**config.mk**
```make
export PLATFORM = sky130hd
export DESIGN_NAME = pp_dma_chan
export DESIGN_NICKNAME = d
export VERILOG_FILES = /design/src/rtl/pp_dma_pkg.sv /design/src/rtl/pp_dma_trigsel.sv /design/src/rtl/pp_dma_regs.sv /design/src/rtl/pp_dma_engine.sv /design/src/rtl/pp_dma_chan.sv
export SDC_FILE = /design/constraint.sdc
export NUM_CORES = 1
export LEC_CHECK = 0
export ABC_AREA = 1
export CAP_MARGIN = 25
export CELL_PAD_IN_SITES_DETAIL_PLACEMENT = 2
export CELL_PAD_IN_SITES_GLOBAL_PLACEMENT = 2
export CORE_ASPECT_RATIO = 1.75
export CORE_MARGIN = 10
export CORE_UTILIZATION = 29
export DETAILED_ROUTE_END_ITERATION = 10
export PLACE_DENSITY_LB_ADDON = 0.1
export RECOVER_POWER = 50
export REMOVE_ABC_BUFFERS = 1
export SYNTH_ARGS = -nofsm -noshare
export SYNTH_HDL_FRONTEND = slang
export SYNTH_SLANG_ARGS = --single-unit
```
**constraint.sdc**
```tcl
create_clock -name clk -period 5.1 [get_ports clk]
set_clock_uncertainty 0.15 [all_clocks]
set_input_delay 0.765 -clock clk [delete_from_list [all_inputs] [get_ports clk]]
set_output_delay 0.765 -clock clk [all_outputs]
set_load 0.005 [all_outputs]
```
**src/rtl/pp_dma_pkg.sv**
```systemverilog
package pp_dma_pkg;
  localparam int unsigned RW = 16;

  localparam logic [2:0] RA_CTRL = 3'd0;
  localparam logic [2:0] RA_RSEL = 3'd1;
  localparam logic [2:0] RA_STA  = 3'd2;
  localparam logic [2:0] RA_STB  = 3'd3;
  localparam logic [2:0] RA_PAD  = 3'd4;
  localparam logic [2:0] RA_CNT  = 3'd5;
  localparam logic [2:0] RA_STAT = 3'd6;

  typedef enum logic [1:0] {ST_IDLE = 2'd0, ST_RD = 2'd1, ST_WR = 2'd2} xfer_st_t;

  typedef struct packed {
    logic en;
    logic byte_m;
    logic to_per;
    logic half_ie;
    logic fixed;
    logic ping;
    logic oneshot;
  } ctrl_t;
endpackage

```
**src/rtl/pp_dma_trigsel.sv**
```systemverilog
module pp_dma_trigsel #(
  parameter int unsigned NSRC = 20,
  parameter int unsigned SELW = 5
) (
  input  logic [NSRC-1:0] trig,
  input  logic [SELW-1:0] sel,
  output logic            hit
);
  logic [NSRC-1:0] match;

  for (genvar g = 0; g < NSRC; g++) begin : g_src
    assign match[g] = trig[g] & (sel == SELW'(g));
  end

  assign hit = |match;
endmodule

```
**src/rtl/pp_dma_regs.sv**
```systemverilog
module pp_dma_regs
  import pp_dma_pkg::*;
#(
  parameter int unsigned AW   = 16,
  parameter int unsigned CW   = 10,
  parameter int unsigned SELW = 5
) (
  input  logic            clk,
  input  logic            rst_n,
  input  logic            wr,
  input  logic [2:0]      addr,
  input  logic [RW-1:0]   wdata,
  output logic [RW-1:0]   rdata,
  input  logic [AW-1:0]   ptr,
  input  logic            sel_act,
  input  logic            en_clr,
  input  logic            col_buf_set,
  input  logic            col_per_set,
  output ctrl_t           ctrl,
  output logic [SELW-1:0] reqsel,
  output logic [AW-1:0]   sta,
  output logic [AW-1:0]   stb,
  output logic [AW-1:0]   pad,
  output logic [CW-1:0]   cnt,
  output logic            arm,
  output logic            force_p,
  output logic            err
);
  ctrl_t           ctrl_q, ctrl_d;
  logic [SELW-1:0] rsel_q, rsel_d;
  logic [AW-1:0]   sta_q, sta_d, stb_q, stb_d, pad_q, pad_d;
  logic [CW-1:0]   cnt_q, cnt_d;
  logic            bcol_q, bcol_d, pcol_q, pcol_d;
  logic            wr_ctrl, wr_stat;

  always_comb begin
    wr_ctrl = wr && (addr == RA_CTRL);
    wr_stat = wr && (addr == RA_STAT);
    ctrl_d  = ctrl_q;
    rsel_d  = rsel_q;
    sta_d   = sta_q;
    stb_d   = stb_q;
    pad_d   = pad_q;
    cnt_d   = cnt_q;
    if (en_clr) ctrl_d.en = 1'b0;
    if (wr_ctrl) begin
      ctrl_d.en      = wdata[15];
      ctrl_d.byte_m  = wdata[14];
      ctrl_d.to_per  = wdata[13];
      ctrl_d.half_ie = wdata[12];
      ctrl_d.fixed   = wdata[11];
      ctrl_d.ping    = wdata[1];
      ctrl_d.oneshot = wdata[0];
    end
    if (wr && addr == RA_RSEL) rsel_d = wdata[SELW-1:0];
    if (wr && addr == RA_STA)  sta_d  = wdata[AW-1:0];
    if (wr && addr == RA_STB)  stb_d  = wdata[AW-1:0];
    if (wr && addr == RA_PAD)  pad_d  = wdata[AW-1:0];
    if (wr && addr == RA_CNT)  cnt_d  = wdata[CW-1:0];
    bcol_d  = col_buf_set | (bcol_q & ~(wr_stat & wdata[0]));
    pcol_d  = col_per_set | (pcol_q & ~(wr_stat & wdata[1]));
    arm     = wr_ctrl && wdata[15] && !ctrl_q.en;
    force_p = wr_ctrl && wdata[10];
  end

  always_ff @(posedge clk or negedge rst_n) begin
    if (!rst_n) begin
      ctrl_q <= '0;
      rsel_q <= '0;
      sta_q  <= '0;
      stb_q  <= '0;
      pad_q  <= '0;
      cnt_q  <= '0;
      bcol_q <= 1'b0;
      pcol_q <= 1'b0;
    end else begin
      ctrl_q <= ctrl_d;
      rsel_q <= rsel_d;
      sta_q  <= sta_d;
      stb_q  <= stb_d;
      pad_q  <= pad_d;
      cnt_q  <= cnt_d;
      bcol_q <= bcol_d;
      pcol_q <= pcol_d;
    end
  end

  always_comb begin
    case (addr)
      RA_CTRL: rdata = {ctrl_q.en, ctrl_q.byte_m, ctrl_q.to_per, ctrl_q.half_ie,
                        ctrl_q.fixed, 9'b0, ctrl_q.ping, ctrl_q.oneshot};
      RA_RSEL: rdata = RW'(rsel_q);
      RA_STA,
      RA_STB:  rdata = RW'(ptr);
      RA_PAD:  rdata = RW'(pad_q);
      RA_CNT:  rdata = RW'(cnt_q);
      RA_STAT: rdata = {13'b0, sel_act, pcol_q, bcol_q};
      default: rdata = '0;
    endcase
  end

  assign ctrl   = ctrl_q;
  assign reqsel = rsel_q;
  assign sta    = sta_q;
  assign stb    = stb_q;
  assign pad    = pad_q;
  assign cnt    = cnt_q;
  assign err    = bcol_q | pcol_q;

  assert_bcol_sticky_R12: assert property (@(posedge clk) disable iff (!rst_n)
    (bcol_q && !(wr_stat && wdata[0])) |=> bcol_q);
  assert_pcol_sticky_R12: assert property (@(posedge clk) disable iff (!rst_n)
    (pcol_q && !(wr_stat && wdata[1])) |=> pcol_q);
  assert_oneshot_disable_R7: assert property (@(posedge clk) disable iff (!rst_n)
    (en_clr && !wr_ctrl) |=> !ctrl_q.en);
endmodule

```
**src/rtl/pp_dma_engine.sv**
```systemverilog
module pp_dma_engine
  import pp_dma_pkg::*;
#(
  parameter int unsigned AW = 16,
  parameter int unsigned DW = 16,
  parameter int unsigned CW = 10
) (
  input  logic          clk,
  input  logic          rst_n,
  input  ctrl_t         ctrl,
  input  logic [CW-1:0] cnt,
  input  logic [AW-1:0] sta,
  input  logic [AW-1:0] stb,
  input  logic          req,
  input  logic          arm,
  input  logic [DW-1:0] buf_rdata,
  input  logic [DW-1:0] per_rdata,
  input  logic          buf_wcol,
  input  logic          per_wcol,
  output logic          buf_re,
  output logic          buf_we,
  output logic          per_re,
  output logic          per_we,
  output logic [DW-1:0] mv_data,
  output logic [AW-1:0] ptr,
  output logic          sel_act,
  output logic          en_clr,
  output logic          col_buf_set,
  output logic          col_per_set,
  output logic          irq_half,
  output logic          irq_full
);
  localparam int unsigned IW = CW + 1;

  xfer_st_t      st_q, st_d;
  logic          pend_q, pend_d;
  logic [AW-1:0] ptr_q, ptr_d, step;
  logic [IW-1:0] idx_q, idx_d, done_n, blk_len, half_pt;
  logic          sel_q, sel_d;
  logic          half_q, half_d, full_q, full_d;
  logic          last;
  logic [DW-1:0] src_data;

  always_comb begin
    src_data = ctrl.to_per ? buf_rdata : per_rdata;
    mv_data  = ctrl.byte_m ? {{(DW-8){1'b0}}, src_data[7:0]} : src_data;
    step     = ctrl.fixed ? '0 : (ctrl.byte_m ? AW'(1) : AW'(2));
    blk_len  = {1'b0, cnt} + IW'(1);
    half_pt  = blk_len >> 1;
    done_n   = idx_q + IW'(1);
    last     = (done_n == blk_len);
  end

  always_comb begin
    st_d   = st_q;
    pend_d = pend_q;
    ptr_d  = ptr_q;
    idx_d  = idx_q;
    sel_d  = sel_q;
    half_d = 1'b0;
    full_d = 1'b0;
    en_clr = 1'b0;
    case (st_q)
      ST_IDLE: begin
        if (ctrl.en && (pend_q || req)) begin
          st_d   = ST_RD;
          pend_d = pend_q && req;
        end
      end
      ST_RD: begin
        st_d = ST_WR;
        if (req) pend_d = 1'b1;
      end
      ST_WR: begin
        st_d  = ST_IDLE;
        if (req) pend_d = 1'b1;
        idx_d = done_n;
        ptr_d = ptr_q + step;
        if (ctrl.half_ie && done_n == half_pt) half_d = 1'b1;
        if (last) begin
          full_d = 1'b1;
          idx_d  = '0;
          sel_d  = ctrl.ping ? ~sel_q : 1'b0;
          ptr_d  = (ctrl.ping && !sel_q) ? stb : sta;
          if (ctrl.oneshot) begin
            en_clr = 1'b1;
            pend_d = 1'b0;
          end
        end
      end
      default: st_d = ST_IDLE;
    endcase
    if (!ctrl.en) pend_d = 1'b0;
    if (arm) begin
      ptr_d = sta;
      sel_d = 1'b0;
      idx_d = '0;
    end
  end

  always_ff @(posedge clk or negedge rst_n) begin
    if (!rst_n) begin
      st_q   <= ST_IDLE;
      pend_q <= 1'b0;
      ptr_q  <= '0;
      idx_q  <= '0;
      sel_q  <= 1'b0;
      half_q <= 1'b0;
      full_q <= 1'b0;
    end else begin
      st_q   <= st_d;
      pend_q <= pend_d;
      ptr_q  <= ptr_d;
      idx_q  <= idx_d;
      sel_q  <= sel_d;
      half_q <= half_d;
      full_q <= full_d;
    end
  end

  assign buf_re      = (st_q == ST_RD) &&  ctrl.to_per;
  assign per_re      = (st_q == ST_RD) && !ctrl.to_per;
  assign buf_we      = (st_q == ST_WR) && !ctrl.to_per;
  assign per_we      = (st_q == ST_WR) &&  ctrl.to_per;
  assign col_buf_set = buf_we && buf_wcol;
  assign col_per_set = per_we && per_wcol;
  assign ptr         = ptr_q;
  assign sel_act     = sel_q;
  assign irq_half    = half_q;
  assign irq_full    = full_q;

  assert_one_strobe_R3: assert property (@(posedge clk) disable iff (!rst_n)
    $onehot0({buf_re, buf_we, per_re, per_we}));
  assert_rd_then_wr_R3: assert property (@(posedge clk) disable iff (!rst_n)
    (st_q == ST_RD) |=> (st_q == ST_WR));
  assert_disabled_idle_R10: assert property (@(posedge clk) disable iff (!rst_n)
    (st_q == ST_IDLE && !ctrl.en) |=> (st_q == ST_IDLE));
  assert_full_pulse_R6: assert property (@(posedge clk) disable iff (!rst_n)
    irq_full |=> !irq_full);
  assert_word_step_R4: assert property (@(posedge clk) disable iff (!rst_n)
    (st_q == ST_WR && !last && !ctrl.fixed && !ctrl.byte_m && !arm)
      |=> (ptr_q == $past(ptr_q) + AW'(2)));
endmodule

```
**src/rtl/pp_dma_chan.sv**
```systemverilog
module pp_dma_chan
  import pp_dma_pkg::*;
#(
  parameter int unsigned AW   = 16,
  parameter int unsigned DW   = 16,
  parameter int unsigned CW   = 10,
  parameter int unsigned NSRC = 20,
  parameter int unsigned SELW = 5
) (
  input  logic            clk,
  input  logic            rst_n,
  input  logic            reg_wr,
  input  logic [2:0]      reg_addr,
  input  logic [RW-1:0]   reg_wdata,
  output logic [RW-1:0]   reg_rdata,
  input  logic [NSRC-1:0] trig_in,
  output logic [AW-1:0]   buf_addr,
  output logic            buf_re,
  output logic            buf_we,
  output logic [DW-1:0]   buf_wdata,
  input  logic [DW-1:0]   buf_rdata,
  input  logic            buf_wcol,
  output logic [AW-1:0]   per_addr,
  output logic            per_re,
  output logic            per_we,
  output logic [DW-1:0]   per_wdata,
  input  logic [DW-1:0]   per_rdata,
  input  logic            per_wcol,
  output logic            irq_half,
  output logic            irq_full,
  output logic            err_trap
);
  logic [1:0]      rst_sync_q;
  logic            rst_core_n;
  ctrl_t           ctrl;
  logic [SELW-1:0] reqsel;
  logic [AW-1:0]   sta, stb, pad, ptr;
  logic [CW-1:0]   cnt;
  logic            arm, force_p, hit, sel_act, en_clr;
  logic            col_buf_set, col_per_set;
  logic [DW-1:0]   mv_data;

  always_ff @(posedge clk or negedge rst_n) begin
    if (!rst_n) rst_sync_q <= 2'b00;
    else        rst_sync_q <= {rst_sync_q[0], 1'b1};
  end
  assign rst_core_n = rst_sync_q[1];

  pp_dma_trigsel #(.NSRC(NSRC), .SELW(SELW)) u_trig (
    .trig(trig_in), .sel(reqsel), .hit(hit)
  );

  pp_dma_regs #(.AW(AW), .CW(CW), .SELW(SELW)) u_regs (
    .clk(clk), .rst_n(rst_core_n), .wr(reg_wr), .addr(reg_addr),
    .wdata(reg_wdata), .rdata(reg_rdata), .ptr(ptr), .sel_act(sel_act),
    .en_clr(en_clr), .col_buf_set(col_buf_set), .col_per_set(col_per_set),
    .ctrl(ctrl), .reqsel(reqsel), .sta(sta), .stb(stb), .pad(pad), .cnt(cnt),
    .arm(arm), .force_p(force_p), .err(err_trap)
  );

  pp_dma_engine #(.AW(AW), .DW(DW), .CW(CW)) u_eng (
    .clk(clk), .rst_n(rst_core_n), .ctrl(ctrl), .cnt(cnt), .sta(sta), .stb(stb),
    .req(hit | force_p), .arm(arm), .buf_rdata(buf_rdata), .per_rdata(per_rdata),
    .buf_wcol(buf_wcol), .per_wcol(per_wcol), .buf_re(buf_re), .buf_we(buf_we),
    .per_re(per_re), .per_we(per_we), .mv_data(mv_data), .ptr(ptr),
    .sel_act(sel_act), .en_clr(en_clr), .col_buf_set(col_buf_set),
    .col_per_set(col_per_set), .irq_half(irq_half), .irq_full(irq_full)
  );

  assign buf_addr  = ptr;
  assign per_addr  = pad;
  assign buf_wdata = mv_data;
  assign per_wdata = mv_data;
endmodule

```
Word level (Yosys, flattened, before mapping)
Index checks and enable logic that the tools add are counted.

Word-level logic and storage cells: 155. Register bits: 107. Input bits: 76.

Equal/unequal tests: 32. Bitwise logic cells: 31. Reduce and logical (&&, ||, !) cells: 34. $add $sub $neg: 3. Mux-type cells: 33.

Operator list (number): 16-bit 2-to-1 mux (7); 16-bit one-hot mux with 6 select lines (1); 5-bit by 4-bit == test with 1-bit output (second input constant) (8); 11-bit 2-to-1 mux (3); 1-bit AND (24); 5-bit by 3-bit == test with 1-bit output (second input constant) (4); 5-bit == test (second input constant) (4); 1-bit logical AND (20); 20-bit OR reduction (1); 1-bit 2-to-1 mux (17); 16-bit adder (1); 10-bit by 1-bit adder with 11-bit output (second input constant) (1); 11-bit by 1-bit adder with 11-bit output (second input constant) (1); 11-bit by 10-bit == test with 1-bit output (1); 11-bit == test (1); 5-bit by 2-bit == test with 1-bit output (second input constant) (2); 3-bit == test (second input constant) (3); 7-bit 2-to-1 mux (1); 3-bit by 2-bit == test with 1-bit output (second input constant) (2); 2-bit nonzero test (3); 5-bit by 1-bit == test with 1-bit output (second input constant) (1); 5-bit logical NOT (1); 2-bit 2-to-1 mux (2); 4-bit by 1-bit inequality test with 1-bit output (second input constant) (1); other kinds (15) (23).

Depth between registers and ports, before layout
Depth in word-level cells: 9. Depth in mapped cells: 15. Gate-level depth less buffers: 15.

By module
A second synthesis with hierarchy kept.

Cell total of the unflattened synthesis: 996. Area total of the unflattened synthesis: 6881.6 um^2.

By module, submodules not included: pp_dma_engine (instances 1, cells each 551, area each 3276.9 um^2, seq. area each 825.8 um^2); pp_dma_regs (instances 1, cells each 366, area each 3145.5 um^2, seq. area each 1801.7 um^2); pp_dma_trigsel (instances 1, cells each 57, area each 274.0 um^2, seq. area each 0.0 um^2); pp_dma_chan (instances 1, cells each 22, area each 185.2 um^2, seq. area each 50.0 um^2).

Worst setup path before layout
Ideal clock, no wire load.

Kind: register to register. Start: reg u_regs.ctrl_q, in the netlist u_regs.ctrl[5]. End: reg u_eng.ptr_q[14] (netlist: u_eng.ptr[14]). Cell stages (with the launch flop): 16. Data required time: 4834 ps. Arrival: 2479 ps. Setup slack: 2354 ps. Setup time: 116 ps. Buffers on the path: 1. Clock period less this slack: 2746 ps. Cells stage by stage: dfrtp_1 inv_1 clkbuf_1 nor2_1 ha_1 inv_1 fa_1 nor3_1 nand2_1 nor3b_1 nand4_1 xnor2_1 nand2_1 nand3_1 nand2_1 nand2_1.

Longest elaborated chain between the ends: 6.

Ends and longest elaborated chain: start: declaration (RTL line pp_dma_regs.sv:29) `ctrl_t ctrl_q, ctrl_d;`; start signal: assignment (RTL line pp_dma_regs.sv:77) `ctrl_q <= ctrl_d;`; 2-bit 2-to-1 mux (RTL line pp_dma_engine.sv:47) `step = ctrl.fixed ? '0 : (ctrl.byte_m ? AW'(1) : AW'(2));`; 16-bit 2-to-1 mux (RTL line pp_dma_engine.sv:47); 16-bit adder (RTL line pp_dma_engine.sv:78) `ptr_d = ptr_q + step;`; 16-bit 2-to-1 mux (RTL line pp_dma_engine.sv:80) `if (last) begin`; 16-bit 2-to-1 mux (RTL line pp_dma_engine.sv:63) `case (st_q)`; 16-bit 2-to-1 mux (RTL line pp_dma_engine.sv:94) `if (arm) begin`; end signal: assignment (RTL line pp_dma_engine.sv:113) `ptr_q <= ptr_d;`; end: declaration (RTL line pp_dma_engine.sv:37) `logic [AW-1:0] ptr_q, ptr_d, step;`.

No other way between the ends. The select of a mux whose other input is x is not followed. A chain may end at the register's enable or synchronous reset.

Worst setup path in the final report
Start: in reg_addr[1]. End: out reg_rdata[6].

Longest elaborated chain between the ends: 3. Elaborated cells between the ends (all ways): 9.

Ends and longest elaborated chain: start: declaration (RTL line pp_dma_chan.sv:13) `input logic [2:0] reg_addr,`; 3-bit by 2-bit == test with 1-bit output (RTL line pp_dma_regs.sv:89) `case (addr)`; 2-bit OR reduction (RTL line pp_dma_regs.sv:89); 16-bit one-hot mux with 6 select lines * (RTL line pp_dma_regs.sv:89); end: declaration (RTL line pp_dma_chan.sv:15) `output logic [RW-1:0] reg_rdata,`.

Mark *: on every way between the ends. The rest lies on a longest branch, timed or not.

==> run metrics <==
area grow syn2layout 31.9%; clock sink total 107; FF+latch count, synth 107; Final Hold Viols 0; number of instances in the placed design 1,378; Via-to-Cell Ratio 5.06; Worst Path Required 4180 ps; worst-path maximum fanout 11; GP Congestion 0.821; grt ovf 0; Post-synth EDFFs 0; CTS buffer count 9; most common cell in the synthesized netlist nand2_1; Slew Limit Headroom -65.5%; Setup TNS 0 ps; Top FF cell, synth dfrtp_1; Worst Max-Slew Pin Slew 2480 ps; max cap viols 3; largest net degree at the start of global routing 57; period utilisation layout 77.8%; number of global-route vias before repair 8,040; reg-to-reg startpoint rst_sync_q[1]$_DFF_PN0_; nets 1,174; Filler Cells Inserted 2,760; number of nets still failing antenna checks after routing 0; DRC errors left 0; failing checks capacitance limit, slew limit; Root Buffer Master clkbuf_16; nature of the critical path endpoint primary output; via count 7,048; worst-case reg-to-reg path depth 1; Synth top cells by count 325 x nand2_1, 107 x dfrtp_1, 107 x o21ai_0, 94 x inv_1, 75 x nor2_1; Worst Hold End rst_sync_q[1]$_DFF_PN0_; CTS tree yes; Chip Height 220 um; RR Endpoint u_regs.stb[7]$_DFFE_PN0P_; CTS max path bufs 2; synthesized instance count 955; fmax 252 MHz; cell taking the most area after synthesis dfrtp_1; fin. max-slew vios 123; Mean Syn Cell Area 6.97 um^2; RSZ-0062 raised after global routing no; hold bufs inserted after CTS 0; fin cells 1,394; clk slew on worst S/H paths 80 ps; Final Setup Violations 0; Hold/Removal Path Class register to register; Mapped Area 0.00666 mm^2; Synth top area share 40.2%; flop2flop setup slack 1490 ps; Worst-Skew Late Latency 370 ps; Post-DP HPWL 22.8 mm; layout cells sized above 1 4.30%; PostCTS Resize Cnt 0; crit path kind primary input to primary output; total core area 0.0227 mm^2; final total power 3.46 mW; fin crit period 3970 ps; Tot GR Track Use 19.9%; initial core utilization 29.4%; CP Launch Type primary input; Detailed Route WL 29.0 mm; Worst VDD drop 0.177 mV; Worst EP arrival 3050 ps; H-tree depth 3; Pwr Density 394 mW/mm^2; worst hold stages 0; top cells by area, synth dfrtp_1 40%, nand2_1 18%, o21ai_0 8.0%; IO buf count 162; IO Pins 163; HP Start rst_sync_q[0]$_DFF_PN0_; 1st-pass router iterations 4; Antenna diodes 0; Post-synth ARST share 100%; Hold WS 204 ps; die area 0.0297 mm^2; initial antenna violation count 0; first-pass GRT wire length 45.4 mm; post-synth cell types 40; Yosys warnings 0; Die Span X 135 um; drt wl/cell 20.8 um; DRT iter0 DRCs 323; status finished with violations; # rows 73; Leakage 4.06 nW; post-CTS setup buffers 0; Seq/Total Area, Yosys 40.2%
==> metal layers <==
layer  up-vias  share of wire, %  track usage, %
met5         -                 0               0
met4         0               2.9            7.83
met3        31               5.0            4.86
met2       145                56            38.7
met1      3550                36            19.5
li1       3322                 -               -
==> worst max path at each step <==
stage / startpoint / end / depth (start not counted) / slack, ps
after floorplan: rst_sync_q[1]$_DFF_PN0_ / u_eng.idx_q[0]$_DFFE_PN0P_ / 0 / 1750
after CTS: reg_addr[1] / reg_rdata[0] / 9 / 1190
after detailed placement: reg_addr[1] / reg_rdata[0] / 9 / 1200
after global routing: rst_sync_q[1]$_DFF_PN0_ / u_regs.sta[7]$_DFFE_PN0P_ / 1 / 870
after global placement: reg_addr[1] / reg_rdata[5] / 8 / 1300
final: reg_addr[1] / reg_rdata[6] / 8 / 1130
==> cell families after synthesis <==
| kind of cell | synth area share (%) |
|---|---|
| other cells | 0.0563 |
| buf+inv | 9.85 |
| xor+xnor | 2.76 |
| simple gates | 32.2 |
| compound gates | 13.2 |
| flops | 40.2 |
| fa+ha+maj | 1.80 |
==> power by group <==
group | total [mW] | switching [mW] | internal [mW]
Combinational | 1.36 | 0.749 | 0.610
Clock | 0.768 | 0.357 | 0.410
Sequential | 1.33 | 0.296 | 1.04
Total | 3.46 | 1.40 | 2.06
==> through the flow <==
stage	utilization [%]	instance area (um^2)	setup WS, ps
after floorplan	-	6390	1750
after global placement	37.3	8450	1300
after detailed placement	37.4	8480	1200
after CTS	38.8	8790	1190
after global routing	38.8	8780	868
final	38.8	8780	1130
==> final cells by class <==
cell class	instances	area, um^2	area share [%]
flip-flops and latches	107	2680	30.5
well taps	300	375	4.28
inverters	103	392	4.46
multi-input cells	697	3320	37.8
repair buffers	171	1700	19.4
clock buffers	11	253	2.88
clock inverters	5	60.1	0.684
==> placed cells by master, fill, tap and decap left out, drive strengths merged, types with 10 or more instances in the layout <==
master           n
nand2          326
clkdlybuf4s50  154
o21ai          113
dfrtp          107
inv             99
nor2            85
nand3           71
nand4           14
xor2            14
clkbuf          14
o22ai           10
==> sequential cells by signal, summed over array words and instances (netlist names) <==
name,flops
u_regs.bcol_q,1
u_regs.reqsel,5
u_regs.ctrl,7
u_eng.irq_full,1
u_regs.pcol_q,1
u_eng.idx_q,11
rst_sync_q,2
u_regs.pad,16
u_eng.pend_q,1
u_eng.st_q,2
u_regs.stb,16
u_eng.sel_act,1
u_regs.sta,16
u_eng.ptr,16
u_eng.irq_half,1
u_regs.cnt,10
==> worst max-delay path: stages <==
cell             delay, ps
dlygate4sd3_1          570
nor2_1                  70
nand2_1                 60
clkinv_1               440
buf_4                  370
a22oi_1                190
o21ai_0                110
clkdlybuf4s50_1        470
Power figures use the tool's default switching activity.
